**config.mk**
```make
export PLATFORM = sky130hd
export DESIGN_NAME = daq_seq_ctrl
export DESIGN_NICKNAME = d
export VERILOG_FILES = /design/src/rtl/daq_seq_pkg.sv /design/src/rtl/daq_chan_reg.sv /design/src/rtl/daq_phase_ctrl.sv /design/src/rtl/daq_sar.sv /design/src/rtl/daq_seq_ctrl.sv
export SDC_FILE = /design/constraint.sdc
export NUM_CORES = 1
export LEC_CHECK = 0
export ABC_AREA = 1
export ABC_CLOCK_PERIOD_IN_PS = 1640
export BUFFER_PORTS_ARGS = -buffer_cell sky130_fd_sc_hd__buf_2
export CORE_UTILIZATION = 48
export CTS_CLUSTER_SIZE = 14
export DETAILED_ROUTE_END_ITERATION = 7
export PLACE_DENSITY_LB_ADDON = 0.05
export SLEW_MARGIN = 20
export SYNTH_ARGS = -nofsm -noshare
export SYNTH_HDL_FRONTEND = slang
export SYNTH_SLANG_ARGS = --single-unit
```
**constraint.sdc**
```tcl
create_clock -name clk -period 1.64 [get_ports clk]
set_input_delay 0.246 -clock clk [delete_from_list [all_inputs] [get_ports clk]]
set_output_delay 0.246 -clock clk [all_outputs]
set_load 0.005 [all_outputs]
```
**src/rtl/daq_seq_pkg.sv**
```systemverilog
package daq_seq_pkg;

  typedef enum logic [1:0] {
    PH_IDLE = 2'd0,
    PH_ACQ  = 2'd1,
    PH_CONV = 2'd2
  } phase_e;

  // Next channel in sequential mode, wrapping after last_ch.
  function automatic int unsigned chan_after(int unsigned cur, int unsigned last_ch);
    return (cur >= last_ch) ? 0 : cur + 1;
  endfunction

endpackage

```
**src/rtl/daq_chan_reg.sv**
```systemverilog
module daq_chan_reg #(
  parameter int unsigned CH_W      = 4,
  parameter bit          DIFF_MODE = 1'b0
) (
  input  logic            clk,
  input  logic            rst_n,
  input  logic            stb_fall,
  input  logic            load_n,
  input  logic            clear_n,
  input  logic [CH_W-1:0] addr_in,
  output logic [CH_W-1:0] chan
);
  import daq_seq_pkg::*;

  localparam int unsigned LAST_CH = DIFF_MODE ? (1 << (CH_W - 1)) - 1 : (1 << CH_W) - 1;

  logic [CH_W-1:0] chan_q;
  logic [CH_W-1:0] chan_seq;

  assign chan_seq = CH_W'(chan_after(int'(chan_q), LAST_CH));

  always_ff @(posedge clk or negedge rst_n) begin
    if (!rst_n) begin
      chan_q <= '0;
    end else if (stb_fall) begin
      if (!clear_n)     chan_q <= '0;
      else if (!load_n) chan_q <= addr_in;
      else              chan_q <= chan_seq;
    end
  end

  assign chan = chan_q;

  AST_CLEAR_WINS: assert property (@(posedge clk) disable iff (!rst_n)
    (stb_fall && !clear_n) |=> (chan == '0));
  AST_RANDOM_LOAD: assert property (@(posedge clk) disable iff (!rst_n)
    (stb_fall && clear_n && !load_n) |=> (chan == $past(addr_in)));
  AST_HOLD_NO_FALL: assert property (@(posedge clk) disable iff (!rst_n)
    !stb_fall |=> $stable(chan));
  AST_SEQ_RANGE: assert property (@(posedge clk) disable iff (!rst_n)
    (stb_fall && clear_n && load_n) |=> (int'(chan) <= LAST_CH));

endmodule

```
**src/rtl/daq_phase_ctrl.sv**
```systemverilog
module daq_phase_ctrl #(
  parameter int unsigned ACQ_CYC  = 20,
  parameter int unsigned CONV_CYC = 16,
  parameter int unsigned RES_BITS = 12
) (
  input  logic clk,
  input  logic rst_n,
  input  logic stb_rise,
  output logic busy,
  output logic converting,
  output logic sar_load,
  output logic sar_step,
  output logic res_latch
);
  import daq_seq_pkg::*;

  localparam int unsigned MAX_CYC = (ACQ_CYC > CONV_CYC) ? ACQ_CYC : CONV_CYC;
  localparam int unsigned CNT_W   = $clog2(MAX_CYC + 1);

  phase_e           phase_q;
  logic [CNT_W-1:0] cnt_q;
  logic             acq_end;
  logic             conv_end;

  assign acq_end  = (phase_q == PH_ACQ)  && (cnt_q == CNT_W'(ACQ_CYC - 1));
  assign conv_end = (phase_q == PH_CONV) && (cnt_q == CNT_W'(CONV_CYC - 1));

  always_ff @(posedge clk or negedge rst_n) begin
    if (!rst_n) begin
      phase_q <= PH_IDLE;
      cnt_q   <= '0;
    end else begin
      unique case (phase_q)
        PH_IDLE: if (stb_rise) begin
          phase_q <= PH_ACQ;
          cnt_q   <= '0;
        end
        PH_ACQ: if (acq_end) begin
          phase_q <= PH_CONV;
          cnt_q   <= '0;
        end else begin
          cnt_q <= cnt_q + 1'b1;
        end
        PH_CONV: if (conv_end) begin
          phase_q <= PH_IDLE;
          cnt_q   <= '0;
        end else begin
          cnt_q <= cnt_q + 1'b1;
        end
        default: phase_q <= PH_IDLE;
      endcase
    end
  end

  assign busy       = (phase_q != PH_IDLE);
  assign converting = (phase_q == PH_CONV);
  assign sar_load   = acq_end;
  assign sar_step   = converting && (cnt_q < CNT_W'(RES_BITS));
  assign res_latch  = conv_end;

  AST_START_FROM_IDLE: assert property (@(posedge clk) disable iff (!rst_n)
    (!busy && stb_rise) |=> (phase_q == PH_ACQ));
  AST_NO_RESTART_CONV: assert property (@(posedge clk) disable iff (!rst_n)
    (converting && stb_rise) |=> (phase_q != PH_ACQ));
  AST_NO_RESTART_ACQ: assert property (@(posedge clk) disable iff (!rst_n)
    (phase_q == PH_ACQ && !acq_end && stb_rise) |=> ($past(cnt_q) + 1'b1 == cnt_q));
  AST_DONE_IDLE: assert property (@(posedge clk) disable iff (!rst_n)
    res_latch |=> !busy);

endmodule

```
**src/rtl/daq_sar.sv**
```systemverilog
module daq_sar #(
  parameter int unsigned RES_BITS = 12
) (
  input  logic                clk,
  input  logic                rst_n,
  input  logic                load,
  input  logic                step,
  input  logic                latch,
  input  logic                cmp_in,
  output logic [RES_BITS-1:0] trial,
  output logic [RES_BITS-1:0] result
);

  localparam logic [RES_BITS-1:0] TOP_BIT = {1'b1, {(RES_BITS-1){1'b0}}};

  logic [RES_BITS-1:0] code_q, mask_q, res_q;
  logic [RES_BITS-1:0] code_nx, mask_nx;

  // Keep or drop the bit under test, then propose the next lower bit.
  always_comb begin
    mask_nx = mask_q >> 1;
    code_nx = (cmp_in ? code_q : (code_q & ~mask_q)) | mask_nx;
  end

  always_ff @(posedge clk or negedge rst_n) begin
    if (!rst_n) begin
      code_q <= '0;
      mask_q <= '0;
      res_q  <= '0;
    end else begin
      if (load) begin
        code_q <= TOP_BIT;
        mask_q <= TOP_BIT;
      end else if (step) begin
        code_q <= code_nx;
        mask_q <= mask_nx;
      end
      if (latch) res_q <= code_q;
    end
  end

  assign trial  = code_q;
  assign result = res_q;

  AST_MASK_ONEHOT: assert property (@(posedge clk) disable iff (!rst_n)
    $onehot0(mask_q));
  AST_RESULT_HELD: assert property (@(posedge clk) disable iff (!rst_n)
    !latch |=> $stable(result));
  AST_LOAD_MSB: assert property (@(posedge clk) disable iff (!rst_n)
    load |=> (trial == TOP_BIT));

endmodule

```
**src/rtl/daq_seq_ctrl.sv**
```systemverilog
module daq_seq_ctrl #(
  parameter int unsigned CH_W      = 4,
  parameter bit          DIFF_MODE = 1'b0,
  parameter int unsigned RES_BITS  = 12,
  parameter int unsigned GRP_W     = 4,
  parameter int unsigned ACQ_CYC   = 20,
  parameter int unsigned CONV_CYC  = 16,
  localparam int unsigned N_CH     = 1 << CH_W,
  localparam int unsigned N_GRP    = RES_BITS / GRP_W
) (
  input  logic                clk,
  input  logic                rst_n,
  input  logic                strobe,
  input  logic                load_n,
  input  logic                clear_n,
  input  logic [CH_W-1:0]     addr_in,
  input  logic                mux_en,
  input  logic                cmp_in,
  output logic [CH_W-1:0]     chan_addr,
  output logic [N_CH-1:0]     chan_sel,
  output logic                busy,
  output logic [RES_BITS-1:0] dac_code,
  input  logic [N_GRP-1:0]    rd_en_n,
  output logic [RES_BITS-1:0] rd_data,
  output logic [N_GRP-1:0]    rd_drive
);

  logic                stb_q;
  logic                stb_rise, stb_fall;
  logic                converting, sar_load, sar_step, res_latch;
  logic [RES_BITS-1:0] trial, result;

  always_ff @(posedge clk or negedge rst_n) begin
    if (!rst_n) stb_q <= 1'b0;
    else        stb_q <= strobe;
  end

  assign stb_rise = strobe & ~stb_q;
  assign stb_fall = ~strobe & stb_q;

  daq_chan_reg #(.CH_W(CH_W), .DIFF_MODE(DIFF_MODE)) u_chan (
    .clk     (clk),
    .rst_n   (rst_n),
    .stb_fall(stb_fall),
    .load_n  (load_n),
    .clear_n (clear_n),
    .addr_in (addr_in),
    .chan    (chan_addr)
  );

  daq_phase_ctrl #(.ACQ_CYC(ACQ_CYC), .CONV_CYC(CONV_CYC), .RES_BITS(RES_BITS)) u_phase (
    .clk       (clk),
    .rst_n     (rst_n),
    .stb_rise  (stb_rise),
    .busy      (busy),
    .converting(converting),
    .sar_load  (sar_load),
    .sar_step  (sar_step),
    .res_latch (res_latch)
  );

  daq_sar #(.RES_BITS(RES_BITS)) u_sar (
    .clk   (clk),
    .rst_n (rst_n),
    .load  (sar_load),
    .step  (sar_step),
    .latch (res_latch),
    .cmp_in(cmp_in),
    .trial (trial),
    .result(result)
  );

  assign dac_code = converting ? trial : '0;

  for (genvar c = 0; c < N_CH; c++) begin : g_sel
    assign chan_sel[c] = mux_en && (chan_addr == CH_W'(c));
  end

  for (genvar g = 0; g < N_GRP; g++) begin : g_grp
    assign rd_data[g*GRP_W +: GRP_W] = rd_en_n[g] ? '0 : result[g*GRP_W +: GRP_W];
    assign rd_drive[g]               = ~rd_en_n[g];
  end

  AST_SEL_ONEHOT: assert property (@(posedge clk) disable iff (!rst_n)
    $onehot0(chan_sel));
  AST_SEL_FOLLOWS: assert property (@(posedge clk) disable iff (!rst_n)
    mux_en |-> chan_sel[chan_addr]);
  AST_DAC_QUIET: assert property (@(posedge clk) disable iff (!rst_n)
    !busy |-> (dac_code == '0));
  AST_RISE_BUSY: assert property (@(posedge clk) disable iff (!rst_n)
    stb_rise |=> busy);

endmodule

```
==> impl_metrics.env, run 1 <==
export IMPL_status="completed"
export IMPL_fin_skew_ps=8.34
export IMPL_synth_cell_types=24
export IMPL_coreArea_mm2=0.00517
export IMPL_hold_slack_ps=23.0
export IMPL_cts_buffer_depth=2
export IMPL_synth_top_cell_by_area="dfrtp_1"
export IMPL_antenna_cells=0
export IMPL_cts_buffers=5
export IMPL_first_pass_iters=4
export IMPL_regArea_mm2=0.00120
export IMPL_p_leak_nw=1.86
export IMPL_layout_commonest_cell="nand2_1"
export IMPL_place_inst=459
export IMPL_post_route_period_util_pct=96.8
export IMPL_maxSlewHeadroom_pct=60.0
export IMPL_cp_data_required_time_ps=1390
export IMPL_grt_pass1_wl_um=8250
export IMPL_muxShareOfSynthArea_pct=4.71
export IMPL_multi_input_area_mm2=0.00110
export IMPL_grt_max_degree=49
export IMPL_max_slew_worst_pin_slew_ps=600
export IMPL_dr_total_vias=2203
export IMPL_drt_iter0_markers=85
export IMPL_hp_class="input port to async pin"
export IMPL_path_cells="inv_2 -> ha_4 -> buf_4 -> nand2_1 -> inv_1 -> buf_2"
export IMPL_criticalPathCategory="flip-flop to primary output"
export IMPL_cts_root_buf="clkbuf_8"
export IMPL_fin_cells=470
export IMPL_first_global_vias=1877
export IMPL_globalRouteTotalUtil_pct=19.3
export IMPL_die_area_mm2=0.00573
export IMPL_fmax_mhz=630
export IMPL_layout_common_cells="nand2_1 (70), inv_1 (63), buf_2 (61)"
export IMPL_final_hold_viol_count=0
export IMPL_critPathLaunch="u_phase.phase_q[0]"
export IMPL_cts_tree="yes"
export IMPL_insertion_delay_ps=300
export IMPL_yosysSeqAreaShare_pct=46.1
export IMPL_routedWlPerCell_um=11.0
export IMPL_synth_simple_area_share_pct=24.3
export IMPL_netlist_area_mm2=0.00260
export IMPL_initial_core_util_pct=50.4
export IMPL_ir_drop_v=0.000795
export IMPL_power_density_mw_per_mm2=1030
export IMPL_arrival_ps=1340
export IMPL_synth_compound_area_share_pct=6.63
export IMPL_drv_cap=0
export IMPL_die_h_um=75.7
export IMPL_io_pins=62
export IMPL_cp_end_kind="primary output"
export IMPL_rsz0062_at_grt="true"
export IMPL_final_core_util_pct=62.2
export IMPL_nFillCells=477
export IMPL_synth_xor_area_share_pct=0
export IMPL_io_buffers=61
export IMPL_chipWidth_um=75.7
export IMPL_ys_warn_count=0
export IMPL_grt_overflow=0
export IMPL_ctsHtreeMaxLevel=2
export IMPL_num_rows=26
export IMPL_synthAdderAreaFrac_pct=5.28
export IMPL_dp_hpwl_um=3700
export IMPL_clock_sinks=48
export IMPL_design_area_mm2=0.00322
export IMPL_power_mw=3.33
export IMPL_synth_top_family_by_area="simple AND/OR/NAND/NOR gates"
export IMPL_wl_um=5160
export IMPL_antenna_found_initial=0
export IMPL_r2r_start="u_phase.cnt_q[0]"
export IMPL_drv_slew=0
export IMPL_synth_fp_nets=350
export IMPL_synth_area_leaders="dfrtp_1 (46%), nand2_1 (11%), inv_1 (9.5%)"
export IMPL_syn2layout_area_growth_pct=23.5
export IMPL_drive_gt1_share_pct=28.0
export IMPL_cpPeakStageDelay_ps=400
export IMPL_netlist_instances=325
export IMPL_synth_avg_cell_area_um2=8.02
export IMPL_critPathSlowestCell="dfrtp_1"
export IMPL_drc_errors=0
export IMPL_ctsHoldBuffers=0
export IMPL_cts_clk_slew_worst_paths_ps=80
export IMPL_start_kind="flip-flop"
export IMPL_synth_top_cell_area_share_pct=46.1
export IMPL_finalSetupViolCount=0
export IMPL_routed_via_density=4.69
export IMPL_nNetsFinal=425
export IMPL_ys_ff_latch=48
export IMPL_period_minus_slack_ps=1590
export IMPL_crit_fanout=7
export IMPL_postRouteAntennaNets=0
export IMPL_placed_area_mm2=0.00302
export IMPL_place_congestion=0.780
## synthesized netlist by cell type
cell type,number
o22ai_1,10
ha_1,11
mux2_2,10
clkbuf_1,1
nand2_1,73
o21ai_0,17
nand3_2,2
mux2i_1,1
nand4_1,3
o21ai_1,1
nand2_2,2
nor2_1,36
buf_6,2
inv_1,66
nor3_1,8
nand3b_1,3
dfrtp_1,48
clkbuf_2,1
clkbuf_8,1
nand3_1,22
o31ai_2,1
buf_4,4
buf_8,1
o211ai_1,1
## power by group
group,switching (mW),total [mW],internal (mW)
logic,0.631,1.07,0.435
clock network,0.375,0.975,0.600
registers,0.0541,1.29,1.23
## stage by stage
stage               setup slack (ps)  TNS, ps
floorplan                       23.0        0
global placement                49.8        0
detailed placement              6.05        0
CTS                             14.5        0
global route                   -10.9    -42.0
finish                          52.6        0
## critical path: cells and delay by family, from the launching register on
kind / cells / cell delay (ps)
buffers and inverters: 4 / 410
DFF: 1 / 400
adders and majority gates: 1 / 180
and+or+nand+nor: 1 / 50
## worst paths after layout
check | cells past startpoint | slack, ps | end
min in group clk | 1 | 60 | stb_q
max | 6 | 50 | dac_code[2]
min | 2 | 20 | u_phase.cnt_q[0]
min reg2reg | 2 | 490 | u_sar.result[2]
max reg2reg | 10 | 90 | u_phase.phase_q[1]
max in group asynchronous | 2 | 1170 | u_chan.chan[1]
## sequential cells by signal, summed over array words and instances, names as in the netlist
signal,cells
u_phase.cnt_q,5
u_chan.chan,4
u_sar.result,12
u_sar.trial,12
u_sar.mask_q,12
stb_q,1
u_phase.phase_q,2
## per-layer routing
layer / routed length [µm] / GRT usage (%)
met3: 233 / 3.97
met4: 58 / 5.56
met5: 0 / 0
met2: 2310 / 33.0
met1: 2560 / 24.9
## cells by family after synthesis
| kind of cell | count (synthesis) |
|---|---|
| compound gates | 30 |
| fa+ha+maj | 11 |
| buf+inv | 76 |
| flops | 48 |
| mux | 11 |
| simple gates | 149 |
## layout make-up
class,instances,share of cell area [%]
flip-flops and latches,48,37.4
multi-input cells,201,34.2
repair buffers,78,14.0
inverters,66,7.70
well taps,70,2.72
clock buffers,5,2.14
clock inverters,2,1.87
## repair_timing
item                                    CTS  global route
pin swaps                                 0             1
endpoints found under the setup margin   24            33
buffers inserted                          1             3
gates resized for setup                   5            12
Power figures use the tool's default switching activity.
==> inputs of run 2 (changes only) <==
--- a/config.mk
+++ b/config.mk
@@ -6,9 +6,9 @@
 export NUM_CORES = 1
 export LEC_CHECK = 0
 export ABC_AREA = 1
-export ABC_CLOCK_PERIOD_IN_PS = 1640
+export ABC_CLOCK_PERIOD_IN_PS = 1700
 export BUFFER_PORTS_ARGS = -buffer_cell sky130_fd_sc_hd__buf_2
-export CORE_UTILIZATION = 48
+export CORE_UTILIZATION = 50
 export CTS_CLUSTER_SIZE = 14
 export DETAILED_ROUTE_END_ITERATION = 7
 export PLACE_DENSITY_LB_ADDON = 0.05
==> constraint.sdc (replaced) <==
create_clock -name clk -period 1.7 [get_ports clk]
set_input_delay 0.255 -clock clk [delete_from_list [all_inputs] [get_ports clk]]
set_output_delay 0.255 -clock clk [all_outputs]
set_load 0.005 [all_outputs]
==> impl_metrics.env, run 2 (synthesis gave the netlist of run 1 again) <==
export IMPL_hold_slack_ps=63.7
export IMPL_start_kind="flip-flop"
export IMPL_dp_hpwl_um=3620
export IMPL_ctsHtreeMaxLevel=2
export IMPL_pwr_share_seq_pct=40.8
export IMPL_chipWidth_um=74.2
export IMPL_power_mw=3.06
export IMPL_drive_gt1_share_pct=25.8
export IMPL_swShare_pct=33.5
export IMPL_hold_path_depth=1
export IMPL_die_area_mm2=0.00550
export IMPL_wl_um=4920
export IMPL_layout_common_cells="nand2_1 (72), inv_1 (64), buf_2 (61)"
export IMPL_drv_slew=0
export IMPL_tns_ps=0
export IMPL_antenna_found_initial=0
export IMPL_cp_end_kind="primary output"
export IMPL_place_congestion=0.753
export IMPL_io_buffers=61
export IMPL_routedWlPerCell_um=10.6
export IMPL_criticalPathCategory="flip-flop to primary output"
export IMPL_num_rows=25
export IMPL_placed_area_mm2=0.00300
export IMPL_postRouteAntennaNets=0
export IMPL_clock_sinks=48
export IMPL_post_route_period_util_pct=94.8
export IMPL_globalRouteTotalUtil_pct=19.4
export IMPL_path_cells="inv_2 -> ha_4 -> buf_4 -> nand2_1 -> inv_1 -> buf_2"
export IMPL_cts_buffers=5
export IMPL_layout_commonest_cell="nand2_1"
export IMPL_io_pins=62
export IMPL_grt_max_degree=30
export IMPL_first_pass_iters=4
export IMPL_r2r_start="u_phase.cnt_q[1]"
export IMPL_syn2layout_area_growth_pct=21.5
export IMPL_final_hold_viol_count=0
export IMPL_rsz0062_at_grt="false"
export IMPL_cp_data_required_time_ps=1440
export IMPL_cts_tree="yes"
export IMPL_fmax_mhz=621
export IMPL_place_inst=453
export IMPL_ir_drop_v=0.000850
export IMPL_maxSlewHeadroom_pct=69.0
export IMPL_place_ws_ps=2.17
export IMPL_cts_buffer_depth=2
export IMPL_grt_pass1_wl_um=8130
export IMPL_cpPeakStageDelay_ps=410
export IMPL_power_switching_mw=1.02
export IMPL_fin_skew_ps=4.75
export IMPL_power_internal_mw=2.04
export IMPL_power_density_mw_per_mm2=966
export IMPL_p_comb_share_pct=31.7
export IMPL_dr_total_vias=2157
export IMPL_design_area_mm2=0.00317
export IMPL_p_leak_nw=1.82
export IMPL_drv_cap=0
export IMPL_fin_ws_ps=89.0
export IMPL_grt_overflow=0
export IMPL_finalSetupViolCount=0
export IMPL_nNetsFinal=420
export IMPL_drt_iter0_markers=92
export IMPL_insertion_delay_ps=310
export IMPL_hp_start="strobe"
export IMPL_nFillCells=452
export IMPL_cts_root_buf="clkbuf_8"
export IMPL_critPathLaunch="u_phase.phase_q[0]"
export IMPL_drc_errors=0
export IMPL_final_core_util_pct=64.9
export IMPL_antenna_cells=0
export IMPL_die_h_um=74.2
export IMPL_crit_fanout=7
export IMPL_max_slew_worst_pin_slew_ps=466
export IMPL_fin_cells=463
export IMPL_initial_core_util_pct=53.4
export IMPL_coreArea_mm2=0.00488
export IMPL_critPathSlowestCell="dfrtp_1"
export IMPL_arrival_ps=1360
export IMPL_first_global_vias=1894
export IMPL_status="completed"
export IMPL_r2r_cells=6
export IMPL_period_minus_slack_ps=1610
export IMPL_hp_class="input port to flip-flop"
export IMPL_cts_clk_slew_worst_paths_ps=90
export IMPL_routed_via_density=4.66
export IMPL_p_clk_share_pct=27.5
==> run 2: cell count changes in the layout (fill, tap and decap cells not counted), moves of 2 or more <==
cell | before | now
o21ai_0 | 15 | 17
nand2_2 | 4 | 2
buf_4 | 15 | 8
nand2_1 | 70 | 72
o21ai_1 | 3 | 1
==> run 2: cell type report <==
type | instances | area [µm²] | area share, %
clock buffers | 5 | 68.8 | 2.17
repair buffers | 73 | 427 | 13.5
well taps | 67 | 83.8 | 2.65
clock inverters | 3 | 46.3 | 1.46
multi-input cells | 201 | 1090 | 34.4
flip-flops and latches | 48 | 1200 | 38.0
inverters | 66 | 248 | 7.83
==> run 2: worst max-delay path: cells and delay by family (launching register included) <==
family	cells	cell delay [ps]
adder cells (fa/ha/maj)	1	180
AND/OR/NAND/NOR	1	60
buffers and inverters	4	400
flip-flops	1	410
==> run 2: power by group through the flow <==
stage	clock network, mW	registers, mW	logic, mW
2_1_floorplan	0	1.26	0.592
3_3_place_gp	0	1.26	0.924
3_5_place_dp	0	1.26	0.928
4_1_cts	0.871	1.24	0.955
5_1_grt	0.905	1.26	1.10
6_report	0.842	1.25	0.968
==> run 2: worst paths after layout <==
path / end / slack [ps]
max in group asynchronous: u_sar.mask_q[8] / 770
min: stb_q / 60
min in group asynchronous: stb_q / 430
max: dac_code[1] / 90
min reg2reg: u_sar.result[2] / 500
max reg2reg: u_sar.result[0] / 120
==> run 2: metal layers <==
layer | share of wire [%] | routed length (µm) | global-route usage, %
met1 | 51 | 2490 | 25.6
met2 | 43 | 2130 | 31.3
met3 | 4.3 | 213 | 4.07
met4 | 1.7 | 85 | 7.69
met5 | 0 | 0 | 0
==> run 2: what timing repair did <==
item / in CTS / in global routing
endpoints found under the hold margin: 19 / 0
buffers inserted: 0 / 1
endpoints found under the setup margin: 21 / 41
hold buffers: 1 / 0
gates resized for setup: 3 / 7
gates cloned: 0 / 0
==> inputs of run 3 (changes only) <==
--- a/config.mk
+++ b/config.mk
@@ -11,6 +11,7 @@
 export CORE_UTILIZATION = 50
 export CTS_CLUSTER_SIZE = 14
 export DETAILED_ROUTE_END_ITERATION = 7
+export GPL_TIMING_DRIVEN = 0
 export PLACE_DENSITY_LB_ADDON = 0.05
 export SLEW_MARGIN = 20
 export SYNTH_ARGS = -nofsm -noshare
==> impl_metrics.env, run 3 (synthesis gave the netlist of run 1 again) <==
export IMPL_status="finished with violations"
export IMPL_violations="negative hold slack"
export IMPL_multi_input_area_mm2=0.00110
export IMPL_cp_data_required_time_ps=1890
export IMPL_drv_slew=0
export IMPL_clock_sinks=48
export IMPL_nFillCells=425
export IMPL_period_minus_slack_ps=1630
export IMPL_layout_commonest_cell="nand2_1"
export IMPL_chipWidth_um=74.2
export IMPL_drv_cap=0
export IMPL_insertion_delay_ps=300
export IMPL_coreArea_mm2=0.00488
export IMPL_routedWlPerCell_um=11.3
export IMPL_place_congestion=0.741
export IMPL_place_ws_ps=-67.6
export IMPL_p_leak_nw=1.82
export IMPL_grt_max_degree=49
export IMPL_antenna_found_initial=0
export IMPL_wl_um=5260
export IMPL_cp_end_kind="flip-flop"
export IMPL_die_h_um=74.2
export IMPL_num_rows=25
export IMPL_maxSlewHeadroom_pct=60.7
export IMPL_fin_ws_ps=70.8
export IMPL_fin_skew_ps=3.15
export IMPL_drt_iter0_markers=125
export IMPL_hold_slack_ps=-56.7
export IMPL_fmax_mhz=614
export IMPL_final_core_util_pct=65.6
export IMPL_grt_overflow=0
export IMPL_io_pins=62
export IMPL_cts_buffer_depth=2
export IMPL_drive_gt1_share_pct=27.4
export IMPL_dp_hpwl_um=3670
export IMPL_cts_root_buf="clkbuf_8"
export IMPL_layout_common_cells="nand2_1 (71), inv_1 (64), buf_2 (60)"
export IMPL_ir_drop_v=0.000523
export IMPL_initial_core_util_pct=53.4
export IMPL_io_buffers=61
export IMPL_post_route_period_util_pct=95.8
export IMPL_crit_fanout=10
export IMPL_die_area_mm2=0.00550
export IMPL_globalRouteTotalUtil_pct=20.6
export IMPL_postRouteAntennaNets=0
export IMPL_syn2layout_area_growth_pct=23.0
export IMPL_criticalPathCategory="flip-flop to flip-flop"
export IMPL_ctsHtreeMaxLevel=2
export IMPL_power_density_mw_per_mm2=951
export IMPL_arrival_ps=1820
export IMPL_regArea_mm2=0.00120
export IMPL_max_slew_worst_pin_slew_ps=589
export IMPL_final_hold_viol_count=48
export IMPL_grt_pass1_wl_um=8680
export IMPL_finalSetupViolCount=0
export IMPL_rsz0062_at_grt="false"
export IMPL_cts_buffers=5
export IMPL_drc_errors=0
export IMPL_nNetsFinal=422
export IMPL_first_pass_iters=4
export IMPL_antenna_cells=0
export IMPL_first_global_vias=1957
export IMPL_cts_clk_slew_worst_paths_ps=90
export IMPL_routed_via_density=4.83
export IMPL_start_kind="flip-flop"
export IMPL_cts_tree="yes"
export IMPL_dr_total_vias=2248
export IMPL_hp_class="input port to async pin"
==> run 3: cell types whose count changed in the layout (fill, tap and decap cells not counted), sizes merged <==
cell / previous run / this run
clkbuf: 5 / 9
clkinvlp: 1 / 0
clkinv: 0 / 1
dlygate4sd3: 1 / 0
bufinv: 1 / 0
==> run 3: layout make-up <==
type	instances	share of cell area, %
buffer	9	3.36
clock buffer	6	2.58
clock inverter	2	0.430
inverter	66	7.73
multi-input combinational	201	34.4
sequential	48	37.6
tap	67	2.62
timing repair buffer	66	11.3
==> run 3: metal layers <==
layer  global-route usage [%]  vias to the layer above  wire length [µm]
met5                        0                        -                 0
met4                     5.77                        0                54
met3                     4.47                        5               264
met2                     34.5                       65              2320
met1                     27.0                     1018              2620
li1                         -                     1160                 -
==> run 3: stage by stage <==
step | power, mW | instances | hold slack [ps] | TNS, ps | instance area (µm²)
final | 3.05 | 465 | -56.7 | 0 | 3200
after global placement | 2.16 | 453 | 380 | -655 | 2990
after CTS | 3.00 | 464 | 62.6 | 0 | 3160
after detailed placement | 2.17 | 453 | 380 | -799 | 2990
after global routing | 3.27 | 465 | 1.37 | 0 | 3200
after floorplan | 1.85 | 325 | -40.6 | 0 | 2610
==> run 3: worst max-delay path, stage by stage, from the launching register on <==
cell and delay (ps):
dfrtp_1 440, ha_4 190, inv_1 50, nor2_1 40, ha_2 190, nand2_2 110, buf_6 160, mux2_2 340
==> run 3: path summary, 6_finish.rpt <==
| check | slack, ps | to | cells past startpoint | startpoint |
|---|---|---|---|---|
| max in group asynchronous | 1310 | u_phase.phase_q[1] | 1 | rst_n |
| min reg2reg | 510 | u_sar.result[2] | 2 | u_sar.result[2] |
| max | 70 | u_sar.result[9] | 7 | u_phase.cnt_q[1] |
| max reg2reg | 70 | u_sar.result[9] | 7 | u_phase.cnt_q[1] |
| min in group clk | 70 | stb_q | 1 | strobe |
| min | -60 | u_chan.chan[0] | 1 | rst_n |
==> run 3: power by group <==
part	total, mW	leakage [nW]	switching [mW]	internal [mW]
clock	0.718	0.0516	0.385	0.333
sequential	1.26	0.600	0.0641	1.19
combinational	1.07	1.17	0.614	0.458
==> run 3: repair_timing <==
action                     in CTS  in global routing
setup endpoints to repair      17                 43
pin swaps                       0                  1
resized for setup               8                 11
hold buffers                    0                  0
setup buffers                   3                  1
gates cloned                    0                  1
